--- config.mk ---
export PLATFORM = sky130hd
export DESIGN_NAME = pwm_color_gen
export DESIGN_NICKNAME = d
export VERILOG_FILES = /design/src/rtl/pwm_color_pkg.sv /design/src/rtl/pwm_phase_track.sv /design/src/rtl/pwm_beat_capture.sv /design/src/rtl/pwm_duty_decode.sv /design/src/rtl/pwm_color_gen.sv
export SDC_FILE = /design/constraint.sdc
export NUM_CORES = 1
export LEC_CHECK = 0
export BUFFER_PORTS_ARGS = -buffer_cell sky130_fd_sc_hd__buf_2
export CAP_MARGIN = 15
export CORE_MARGIN = 4
export CORE_UTILIZATION = 50
export CTS_CLUSTER_SIZE = 40
export DETAILED_ROUTE_END_ITERATION = 8
export PLACE_DENSITY = 0.74
export SYNTH_ARGS = -nofsm -noshare
export SYNTH_HDL_FRONTEND = slang
export SYNTH_HIERARCHICAL = 1
export SYNTH_SLANG_ARGS = --single-unit
--- constraint.sdc ---
create_clock -name clk_fast -period 3.1 [get_ports clk_fast]
set_clock_uncertainty 0.15 [all_clocks]
set_input_delay 0.62 -clock clk_fast [delete_from_list [all_inputs] [get_ports clk_fast]]
set_output_delay 0.62 -clock clk_fast [all_outputs]
set_load 0.05 [all_outputs]
--- src/rtl/pwm_color_pkg.sv ---
`timescale 1ns/1ps
package pwm_color_pkg;
  // bits in a channel field beyond the intensity code (the full-on flag)
  localparam int unsigned FLAG_BITS = 1;

  // true when the sub-slot falls inside the packed high run of a channel
  function automatic logic slot_lit(input logic full, input int unsigned code,
                                    input int unsigned slot);
    return full | (slot < code);
  endfunction
endpackage

--- src/rtl/pwm_phase_track.sv ---
`timescale 1ns/1ps
module pwm_phase_track #(
  parameter int unsigned PHASE_W = 2
) (
  input  logic               clk,
  input  logic               rst,
  output logic [PHASE_W-1:0] phase_q,
  output logic [PHASE_W-1:0] phase_nxt,
  output logic               last
);
  localparam logic [PHASE_W-1:0] FINAL_PHASE = '1;
  localparam logic [PHASE_W-1:0] STEP = {{(PHASE_W-1){1'b0}}, 1'b1};

  assign phase_nxt = phase_q + STEP;
  assign last      = (phase_q == FINAL_PHASE);

  always_ff @(posedge clk) begin
    if (rst) phase_q <= '0;
    else     phase_q <= phase_nxt;
  end
endmodule

--- src/rtl/pwm_beat_capture.sv ---
`timescale 1ns/1ps
module pwm_beat_capture #(
  parameter int unsigned BEAT_W = 12
) (
  input  logic              clk,
  input  logic              rst,
  input  logic              last,
  input  logic              in_valid,
  output logic              in_ready,
  input  logic [BEAT_W-1:0] in_data,
  input  logic              in_blank,
  output logic [BEAT_W-1:0] lvl_nxt,
  output logic              blank_q,
  output logic              blank_nxt
);
  logic [BEAT_W-1:0] lvl_q;
  logic              take;

  assign in_ready = last & ~rst;
  assign take     = in_valid & in_ready;

  always_comb begin
    if (last) begin
      lvl_nxt   = take ? in_data : '0;
      blank_nxt = take ? in_blank : 1'b1;
    end else begin
      lvl_nxt   = lvl_q;
      blank_nxt = blank_q;
    end
  end

  always_ff @(posedge clk) begin
    if (rst) begin
      lvl_q   <= '0;
      blank_q <= 1'b1;
    end else begin
      lvl_q   <= lvl_nxt;
      blank_q <= blank_nxt;
    end
  end

  // the held beat only moves at a pixel boundary
  p_hold_mid_r8: assert property (@(posedge clk) disable iff (rst)
    !last |=> ($stable(lvl_q) && $stable(blank_q)));

  // a boundary without a beat darkens the next pixel
  p_underflow_dark_r3: assert property (@(posedge clk) disable iff (rst)
    (last && !in_valid) |=> blank_q);
endmodule

--- src/rtl/pwm_duty_decode.sv ---
`timescale 1ns/1ps
module pwm_duty_decode
  import pwm_color_pkg::*;
#(
  parameter int unsigned CODE_W  = 3,
  parameter int unsigned PHASE_W = 2
) (
  input  logic               clk,
  input  logic               rst,
  input  logic [CODE_W-1:0]  code,
  input  logic               full,
  input  logic               blank,
  input  logic [PHASE_W-1:0] phase,
  output logic               hi_even_q,
  output logic               hi_odd_q
);
  logic even_on, odd_on;

  always_comb begin
    even_on = ~blank & slot_lit(full, int'(code), int'({phase, 1'b0}));
    odd_on  = ~blank & slot_lit(full, int'(code), int'({phase, 1'b1}));
  end

  always_ff @(posedge clk) begin
    if (rst) begin
      hi_even_q <= 1'b0;
      hi_odd_q  <= 1'b0;
    end else begin
      hi_even_q <= even_on;
      hi_odd_q  <= odd_on;
    end
  end

  // high sub-slots are packed, so a lit odd half implies a lit even half
  p_packed_run_r4: assert property (@(posedge clk) disable iff (rst)
    hi_odd_q |-> hi_even_q);

  // code zero without the flag stays dark
  p_code_zero_dark_r5: assert property (@(posedge clk) disable iff (rst)
    (!blank && !full && code == '0) |=> (!hi_even_q && !hi_odd_q));

  // the full-on flag lights both halves
  p_full_on_r6: assert property (@(posedge clk) disable iff (rst)
    (!blank && full) |=> (hi_even_q && hi_odd_q));
endmodule

--- src/rtl/pwm_color_gen.sv ---
`timescale 1ns/1ps
module pwm_color_gen
  import pwm_color_pkg::*;
#(
  parameter int unsigned CHANNELS = 3,
  parameter int unsigned CODE_W   = 3
) (
  input  logic                                     clk_fast,
  input  logic                                     rst,
  input  logic                                     in_valid,
  output logic                                     in_ready,
  input  logic [CHANNELS*(CODE_W+FLAG_BITS)-1:0]   in_data,
  input  logic                                     in_blank,
  output logic [CHANNELS-1:0]                      pwm_out
);
  localparam int unsigned FIELD_W = CODE_W + FLAG_BITS;
  localparam int unsigned BEAT_W  = CHANNELS * FIELD_W;
  localparam int unsigned PHASE_W = CODE_W - 1;

  logic [PHASE_W-1:0]  phase_q, phase_nxt;
  logic                last;
  logic [BEAT_W-1:0]   lvl_nxt;
  logic                blank_q, blank_nxt;
  logic [CHANNELS-1:0] hi_even, hi_odd;

  pwm_phase_track #(.PHASE_W(PHASE_W)) u_phase (
    .clk(clk_fast), .rst(rst), .phase_q(phase_q),
    .phase_nxt(phase_nxt), .last(last)
  );

  pwm_beat_capture #(.BEAT_W(BEAT_W)) u_capture (
    .clk(clk_fast), .rst(rst), .last(last), .in_valid(in_valid),
    .in_ready(in_ready), .in_data(in_data), .in_blank(in_blank),
    .lvl_nxt(lvl_nxt), .blank_q(blank_q), .blank_nxt(blank_nxt)
  );

  for (genvar c = 0; c < CHANNELS; c++) begin : g_chan
    pwm_duty_decode #(.CODE_W(CODE_W), .PHASE_W(PHASE_W)) u_decode (
      .clk(clk_fast), .rst(rst),
      .code(lvl_nxt[c*FIELD_W +: CODE_W]),
      .full(lvl_nxt[c*FIELD_W + CODE_W]),
      .blank(blank_nxt), .phase(phase_nxt),
      .hi_even_q(hi_even[c]), .hi_odd_q(hi_odd[c])
    );
    // high clock level is the even half of a fast cycle, low level the odd half
    assign pwm_out[c] = clk_fast ? hi_even[c] : hi_odd[c];
  end

  // an accepting cycle is always followed by the start of a pixel
  p_ready_at_boundary_r2: assert property (@(posedge clk_fast) disable iff (rst)
    in_ready |=> (phase_q == '0));

  // a blanked pixel holds every channel dark
  p_blank_dark_r7: assert property (@(posedge clk_fast) disable iff (rst)
    blank_q |-> (hi_even == '0 && hi_odd == '0));
endmodule

# == Word-level counts from Yosys, hierarchy flattened ==
# Cells that the tools add are included.
# classes
n_eq_ne,1
bitwise_logic,16
n_reduce_logical,0
n_div,0
n_lt_le_gt_ge,6
n_mul,0
n_mux,7
addsub,1
shifts,0
# ops
cell,n
two-way mux 12 bit,2
less-than comparator 3 bit,6
AND 1 bit,8
bitwise OR 1 bit,6
two-way mux 1 bit,5
adder 2 x 1 -> 2 bit (second input constant),1
== test 2 bit (second input constant),1
inverter 1 bit,2
# totals
ram_bits,0
latch_bits,0
mem_bits_ro,0
register_bits,21
memories,0
out_inout_bits,4
inputBits,16
elab_cells,40

# == Depth between registers and ports, before layout ==
# Gate-level depths: netlist of run 1.
# depth
depth_word,8
depth_mapped,10
depth_no_buf,8

# == By module ==
# The synthesis of run 1 kept the hierarchy.
# by_module_without_submodules
module,area_each_um2,instances,cells_per_inst
pwm_beat_capture,620.6,1,73
pwm_duty_decode,150.1,3,17
pwm_phase_track,66.3,1,6
pwm_color_gen,33.8,1,3

==> results of run 1 <==
-- registers in the layout, summed over array words and instances (netlist names) --
name and count:
u_capture/lvl_q 12, g_chan.u_decode/hi_even_q 3, g_chan.u_decode/hi_odd_q 3, u_phase/phase_q 2
u_capture/blank_q 1
-- stage by stage --
step | power, mW | utilization (%)
global route | 0.651 | 59.9
CTS | 0.620 | 59.9
finish | 0.610 | 59.9
detailed placement | 0.399 | 57.2
floorplan | 0.374 | -
global placement | 0.392 | 57.2
-- final timing paths --
kind,from,cells after the start,end
hold / removal,u_phase/phase_q[0]$_SDFF_PP0_,1,u_phase/phase_q[0]$_SDFF_PP0_
hold reg to reg,u_phase/phase_q[0]$_SDFF_PP0_,1,u_phase/phase_q[0]$_SDFF_PP0_
setup / recovery,clk_fast,4,pwm_out[2]
setup reg to reg,u_phase/phase_q[0]$_SDFF_PP0_,9,g_chan[0].u_decode/hi_odd_q$_SDFF_PP0_
-- area by class of cell --
cell class	instances	area share (%)
clock buffers	11	5.38
clock inverters	1	0.283
inverters	16	4.53
multi-input cells	90	48.8
flip-flops and latches	21	31.7
well taps	28	2.64
repair buffers	17	6.61
-- synth_stat cells --
master    number  area [sq um]
mux2_2         3          33.8
o21ai_1        6          30.0
buf_2          2          10.0
inv_1         16          60.1
o21ai_0        6          30.0
a21oi_2        3          26.3
a31oi_1        2          12.5
a21oi_1        3          15.0
buf_4          3          22.5
nor2_1         6          22.5
o221a_1        3          33.8
ha_1          10           125
nor3_1         4          20.0
nor2b_1        2          12.5
nand2b_1      15          93.8
nand2b_4       3          41.3
dfxtp_1       21           420
nand4b_1      12           105
nand2_1       12          45.0
buf_6          1          11.3
-- placed cells by master (no fill, tap or decap), drive strengths merged --
cell type	synthesis	final
a31oi	2	2
dfxtp	21	21
inv	16	16
nor3	4	4
mux2	3	3
nand2	12	12
a21oi	6	6
o21ai	12	12
o221a	3	3
buf	6	20
nand2b	18	18
clkinv	0	1
ha	10	10
nor2	6	6
nand4b	12	12
clkbuf	0	8
nor2b	2	2
-- report_power, final --
part	leakage, nW	total [mW]	switching, mW	internal [mW]
registers	0.170	0.278	0.00218	0.276
logic	0.391	0.0997	0.0552	0.0444
clock network	0.0684	0.232	0.111	0.121
total	0.630	0.610	0.169	0.441
-- critical path, cell delays in order --
cell and delay (ps):
clkbuf_4 110, clkbuf_4 130, mux2_2 260, buf_2 210
-- logic make-up (layout without fill, tap and decap cells) --
| kind of cell | Yosys count | count (layout) | share of synthesized area, % |
|---|---|---|---|
| mux | 3 | 3 | 2.88 |
| flops | 21 | 21 | 35.9 |
| fa+ha+maj | 10 | 10 | 10.7 |
| compound gates | 23 | 23 | 12.6 |
| simple gates | 54 | 54 | 29.1 |
| buf+inv | 22 | 45 | 8.87 |
-- layer usage --
layer | vias to the layer above | share of wire [%] | GRT usage (%)
met5 | - | 0 | 0
met4 | 0 | 1.3 | 10.8
met3 | 5 | 4.3 | 5.98
met2 | 17 | 46 | 22.5
met1 | 437 | 48 | 18.6
li1 | 496 | - | -
==> metrics.md, run 1 <==
| Metric | Value |
|---|---|
| Hold-fix buffer count after cts | 0 |
| Number of register bits inferred by synthesis | 21 |
| Max-cap violation count | 0 |
| Total detailed-routing wirelength | 2230 microns |
| Outcome | completed |
| Reg2Reg Setup Slack | around 850 ps |
| Mapped Nets | 159 |
| Mean cell area of the mapped netlist | about 8.8 sq um |
| Proportion of layout cells with a drive suffix above 1 | a little under a quarter |
| Count of buffers inserted at the top-level ports | 19 |
| Hold Vio Cnt, Final | 0 |
| Final Hold Slack | between 300 and 400 ps |
| Final Slew Violations | 0 |
| Total DRC errors in the routed layout | 0 |
| Worst EP arrival | 2260 ps |
| VDD IR max | about 300 uV |
| Type of origin of the critical path | clock port |
| Area after DPL | between 1000 and 1500 sq um |
| Register area | around 420 sq um |
| Gpl congestion | roughly 0.71 |
| Iteration count of the initial detailed-routing pass | 6 |
| Chip Width | roughly 56 microns |
| DR vias | approximately 960 |
| Number of setup violations in the final report | 0 |
| Worst setup path category | clk2out |
| Post-synthesis cell area | ~1200 sq um |
| Wire per inst | 12.1 microns |
| Fill cell instance count of the final layout | between 200 and 250 |
| Final Worst Setup Slack | just over 70 ps |
| Gate Count Post-Synth | around 130 |
| Seq/Total Area, Yosys | around 36% |
| Max Fanout on Critical Path | 2 |
| Placed Cells | 175 |
| Via count normalized by instance count | ~5.2 |
| Unrepaired setup endpoints after global routing | no |
| First DRT Iteration DRCs | 18 |
| Type of the worst min-delay path | reg2reg |
| Syn. warnings | 6 |
| Initial antenna violation count | 0 |
| Global-route wire length before repair | 3730 microns |
| Area enclosed by the die boundary | about 3200 sq um |
| Static power due to leakage | ~0.63 nW |
| Cell variety after synth | 20 |
| Buffers inserted during post-CTS setup optimization | 0 |
| Worst slack at placement | 336 ps |
| Endpoint kind of the worst setup timing path | output pin |
| Resized cells post-CTS | 0 |
| Die Height | between 50 and 60 microns |
| Overall routing resource usage | around 16% |
| Clock transition at the register clock pins on the worst setup and hold paths after CTS | around 120 ps |
| Final standard cell area without fillers | 1330 sq um |
| Required @ worst endpoint | 2330 ps |
| NumNets Final | between 150 and 200 |
| Post-route setup TNS | 0 ps |
| Number of rows in the core area | 17 |
| Tightest slew margin relative to the limit | 56.9% |
| Overflow left after global routing | 0 |
| Detailed placer's ending HPWL | between 1500 and 2000 microns |
| Num ports | 20 |
| Initial Utilization | ~53% |
| Via count of the first global-routing pass | around 910 |
| Power per standard cell area | around 460 nW/um^2 |
| Count of inserted antenna diode cells | 0 |
| Maximum number of pins on one net before global-route repair | 36 |
| Transition at the pin with the smallest max-transition slack | approximately 640 ps |
| CTS tree | built |
| Layout Area Growth over Synthesis | 13.1% |
| Clock latency of the later-clocked register in the worst-skew pair | between 400 and 500 ps |
| Final cell count without fillers | between 150 and 200 |
| Area occupied by multi-input gates | 647 sq um |
| Antenna-violating nets left | 0 |
| Placeable Area | between 2000 and 2500 sq um |
No activity file was read; power rests on OpenSTA's default activity.
==> inputs of run 2 (changes only) <==
==> constraint.sdc (replaced) <==
create_clock -name clk_fast -period 3.6 [get_ports clk_fast]
set_clock_uncertainty 0.15 [all_clocks]
set_input_delay 0.72 -clock clk_fast [delete_from_list [all_inputs] [get_ports clk_fast]]
set_output_delay 0.72 -clock clk_fast [all_outputs]
set_load 0.05 [all_outputs]
==> run 2 against run 1 <==
Clock power fell by 15%. Clock-buffer cell count is the same. Die area did not move. Critical path depth did not move. Sequential power is 14% lower. Worst hold slack worse by 6.1 ps. Worst setup slack improved by 140 ps. Wire length fell by 3.5%. Via count is 0.52% lower. Sequential share of layout area stayed put. Design area did not move. Critical path type unchanged. Largest power group unchanged.
==> metrics.md, run 2 (same netlist as run 1, synthesis figures left out) <==
| Metric | Value |
|---|---|
| NetSw | 141 uW (-16%) |
| Worst slack at placement | 486 ps (+150 ps) |
| Proportion of layout cells with a drive suffix above 1 | 23.1% (unchanged) |
| Tightest slew margin relative to the limit | 60.1% (+3.2 points) |
| Total detailed-routing wirelength | 2150 microns (-3.5%) |
| VDD IR max | 308 uV (-0.34%) |
| Layout Area Growth over Synthesis | 13.1% (unchanged) |
| Clock transition at the register clock pins on the worst setup and hold paths after CTS | 120 ps (about the same) |
| Type of the worst min-delay path | reg2reg |
| Overall routing resource usage | 15.5% (-0.048 points) |
| Power per standard cell area | 393 nW/um^2 (-15%) |
| Max incr delay on CP | 260 ps (about the same) |
| Static power due to leakage | 0.630 nW (unchanged) |
| Maximum number of pins on one net before global-route repair | 36 (unchanged) |
| Switching share of power | 27.1% (-0.58 points) |
| Total DRC errors in the routed layout | 0 (unchanged) |
| Fraction of met2 tracks used by global routing | 24.5% (+2.0 points) |
| Hold-fix buffer count after cts | 0 (unchanged) |
| Comb power frac | 16.0% (-0.3 points) |
| Iteration count of the initial detailed-routing pass | 4 (-2) |
| Post-route total power | 521 uW (-15%) |
| Transition at the pin with the smallest max-transition slack | 596 ps (-47.9 ps) |
| Clock latency of the later-clocked register in the worst-skew pair | 400 ps (about the same) |
| Count of buffers inserted at the top-level ports | 19 (unchanged) |
| Overflow left after global routing | 0 (unchanged) |
| Worst setup path category | clk2out |
| Number of setup violations in the final report | 0 (unchanged) |
| Max Fanout on Critical Path | 2 (unchanged) |
| DR vias | 950 (-0.52%) |
| Via count of the first global-routing pass | 959 (+4.9%) |
| Post-route setup TNS | 0 ps (unchanged) |
| Register ranked first by flip-flop count | u_capture/lvl_q |
| Resized cells post-CTS | 0 (unchanged) |
| Global-route track usage on met1 | 17.2% (-1.4 points) |
| Count of inserted antenna diode cells | 0 (unchanged) |
| Highest-utilization routing layer at the global route stage | met2 |
| Global-route wire length before repair | 3790 microns (+1.7%) |
| Number of rows in the core area | 17 (unchanged) |
| Placeable Area | 2210 sq um (unchanged) |
| Cell at the slowest stage of the critical path | mux2_2 |
| Part of the total power dissipated in the clock network | 38.0% (about the same) |
| Final Slew Violations | 0 (unchanged) |
| Max-cap violation count | 0 (unchanged) |
| CTS tree | built |
| Outcome | completed |
| Type of origin of the critical path | clock port |
| Initial antenna violation count | 0 (unchanged) |
| Final Worst Setup Slack | 217 ps (+144 ps) |
| CP dominant cell by count | clkbuf_4 |
| Gpl congestion | 0.719 (+1.4%) |
| Detailed placer's ending HPWL | 1550 microns (-2.9%) |
| Largest regs | u_capture/lvl_q x12, g_chan.u_decode/hi_even_q x3, g_chan.u_decode/hi_odd_q x3 |
| Antenna-violating nets left | 0 (unchanged) |
| Initial Utilization | 52.9% (unchanged) |
| Wire per inst | 11.7 microns (-3.5%) |
| Required @ worst endpoint | 2730 ps (+400 ps) |
| Final core occ | 59.9% (unchanged) |
| Area enclosed by the die boundary | 3180 sq um (unchanged) |
| Chip Width | 56.4 microns (unchanged) |
| Worst EP arrival | 2510 ps (+250 ps) |
| Via count normalized by instance count | 5.16 (-0.52%) |
| Relative contribution of sequential cells to total power | 46.0% (+0.4 points) |
| Die Height | 56.4 microns (unchanged) |
| Cells along the critical path | clkbuf_4, clkbuf_4, mux2_2, buf_2 |
| GR Util met3 | 5.06% (-0.92 points) |
| Endpoint kind of the worst setup timing path | output pin |
| Final cell count without fillers | 184 (unchanged) |
| Flip-flop count of the largest register after layout | 12 (unchanged) |
| Buffers inserted during post-CTS setup optimization | 0 (unchanged) |
| Unrepaired setup endpoints after global routing | no |
| First DRT Iteration DRCs | 24 (+6) |
| Most common library cell in the layout ignoring fill and taps | dfxtp_1 |
| NumNets Final | 182 (unchanged) |
| Most frequent cells in the layout | 21 x dfxtp_1, 19 x buf_2, 16 x inv_1 |
| Num ports | 20 (unchanged) |
| Cell internal pwr | 379 uW (-14%) |
| Placed Cells | 175 (unchanged) |
| Hold Vio Cnt, Final | 0 (unchanged) |
run 2: power groups by stage:
stage,sequential [mW],combinational [mW],clock (mW)
floorplan,0.244,0.0656,0.0121
global placement,0.244,0.0803,0.0124
detailed placement,0.245,0.0842,0.0124
CTS,0.239,0.0845,0.210
global route,0.240,0.0949,0.220
finish,0.239,0.0834,0.198
run 2: per-stage QoR:
stage | hold WS [ps] | instance area (sq um)
2_1_floorplan | 252 | 1170
3_3_place_gp | 266 | 1260
3_5_place_dp | 277 | 1260
4_1_cts | 301 | 1330
5_1_grt | 316 | 1330
6_report | 296 | 1330
run 2: per-layer routing:
layer	part of all wire [%]	up-vias
met1	45	443
met5	0	-
met2	49	14
met3	4.7	2
li1	-	491
met4	0.79	0
run 2: path summary, 6_finish.rpt:
| check | startpoint | end | slack, ps | depth (start not counted) |
|---|---|---|---|---|
| min reg2reg | u_phase/phase_q[0]$_SDFF_PP0_ | u_phase/phase_q[0]$_SDFF_PP0_ | 300 | 1 |
| max | clk_fast | pwm_out[2] | 220 | 4 |
| max reg2reg | u_phase/phase_q[0]$_SDFF_PP0_ | g_chan[1].u_decode/hi_odd_q$_SDFF_PP0_ | 1350 | 9 |
| min | u_phase/phase_q[0]$_SDFF_PP0_ | u_phase/phase_q[0]$_SDFF_PP0_ | 300 | 1 |
run 2: layout make-up:
type / instances / area [sq um]
clock inverters: 1 / 3.75
clock buffers: 11 / 71.3
flip-flops and latches: 21 / 420
fillers: 202 / 887
well taps: 28 / 35.0
inverters: 16 / 60.1
repair buffers: 17 / 87.6
multi-input cells: 90 / 647
run 2: critical path: cells and delay by family:
family   cells  cell delay (ps)
buf+inv      3              460
mux          1              260
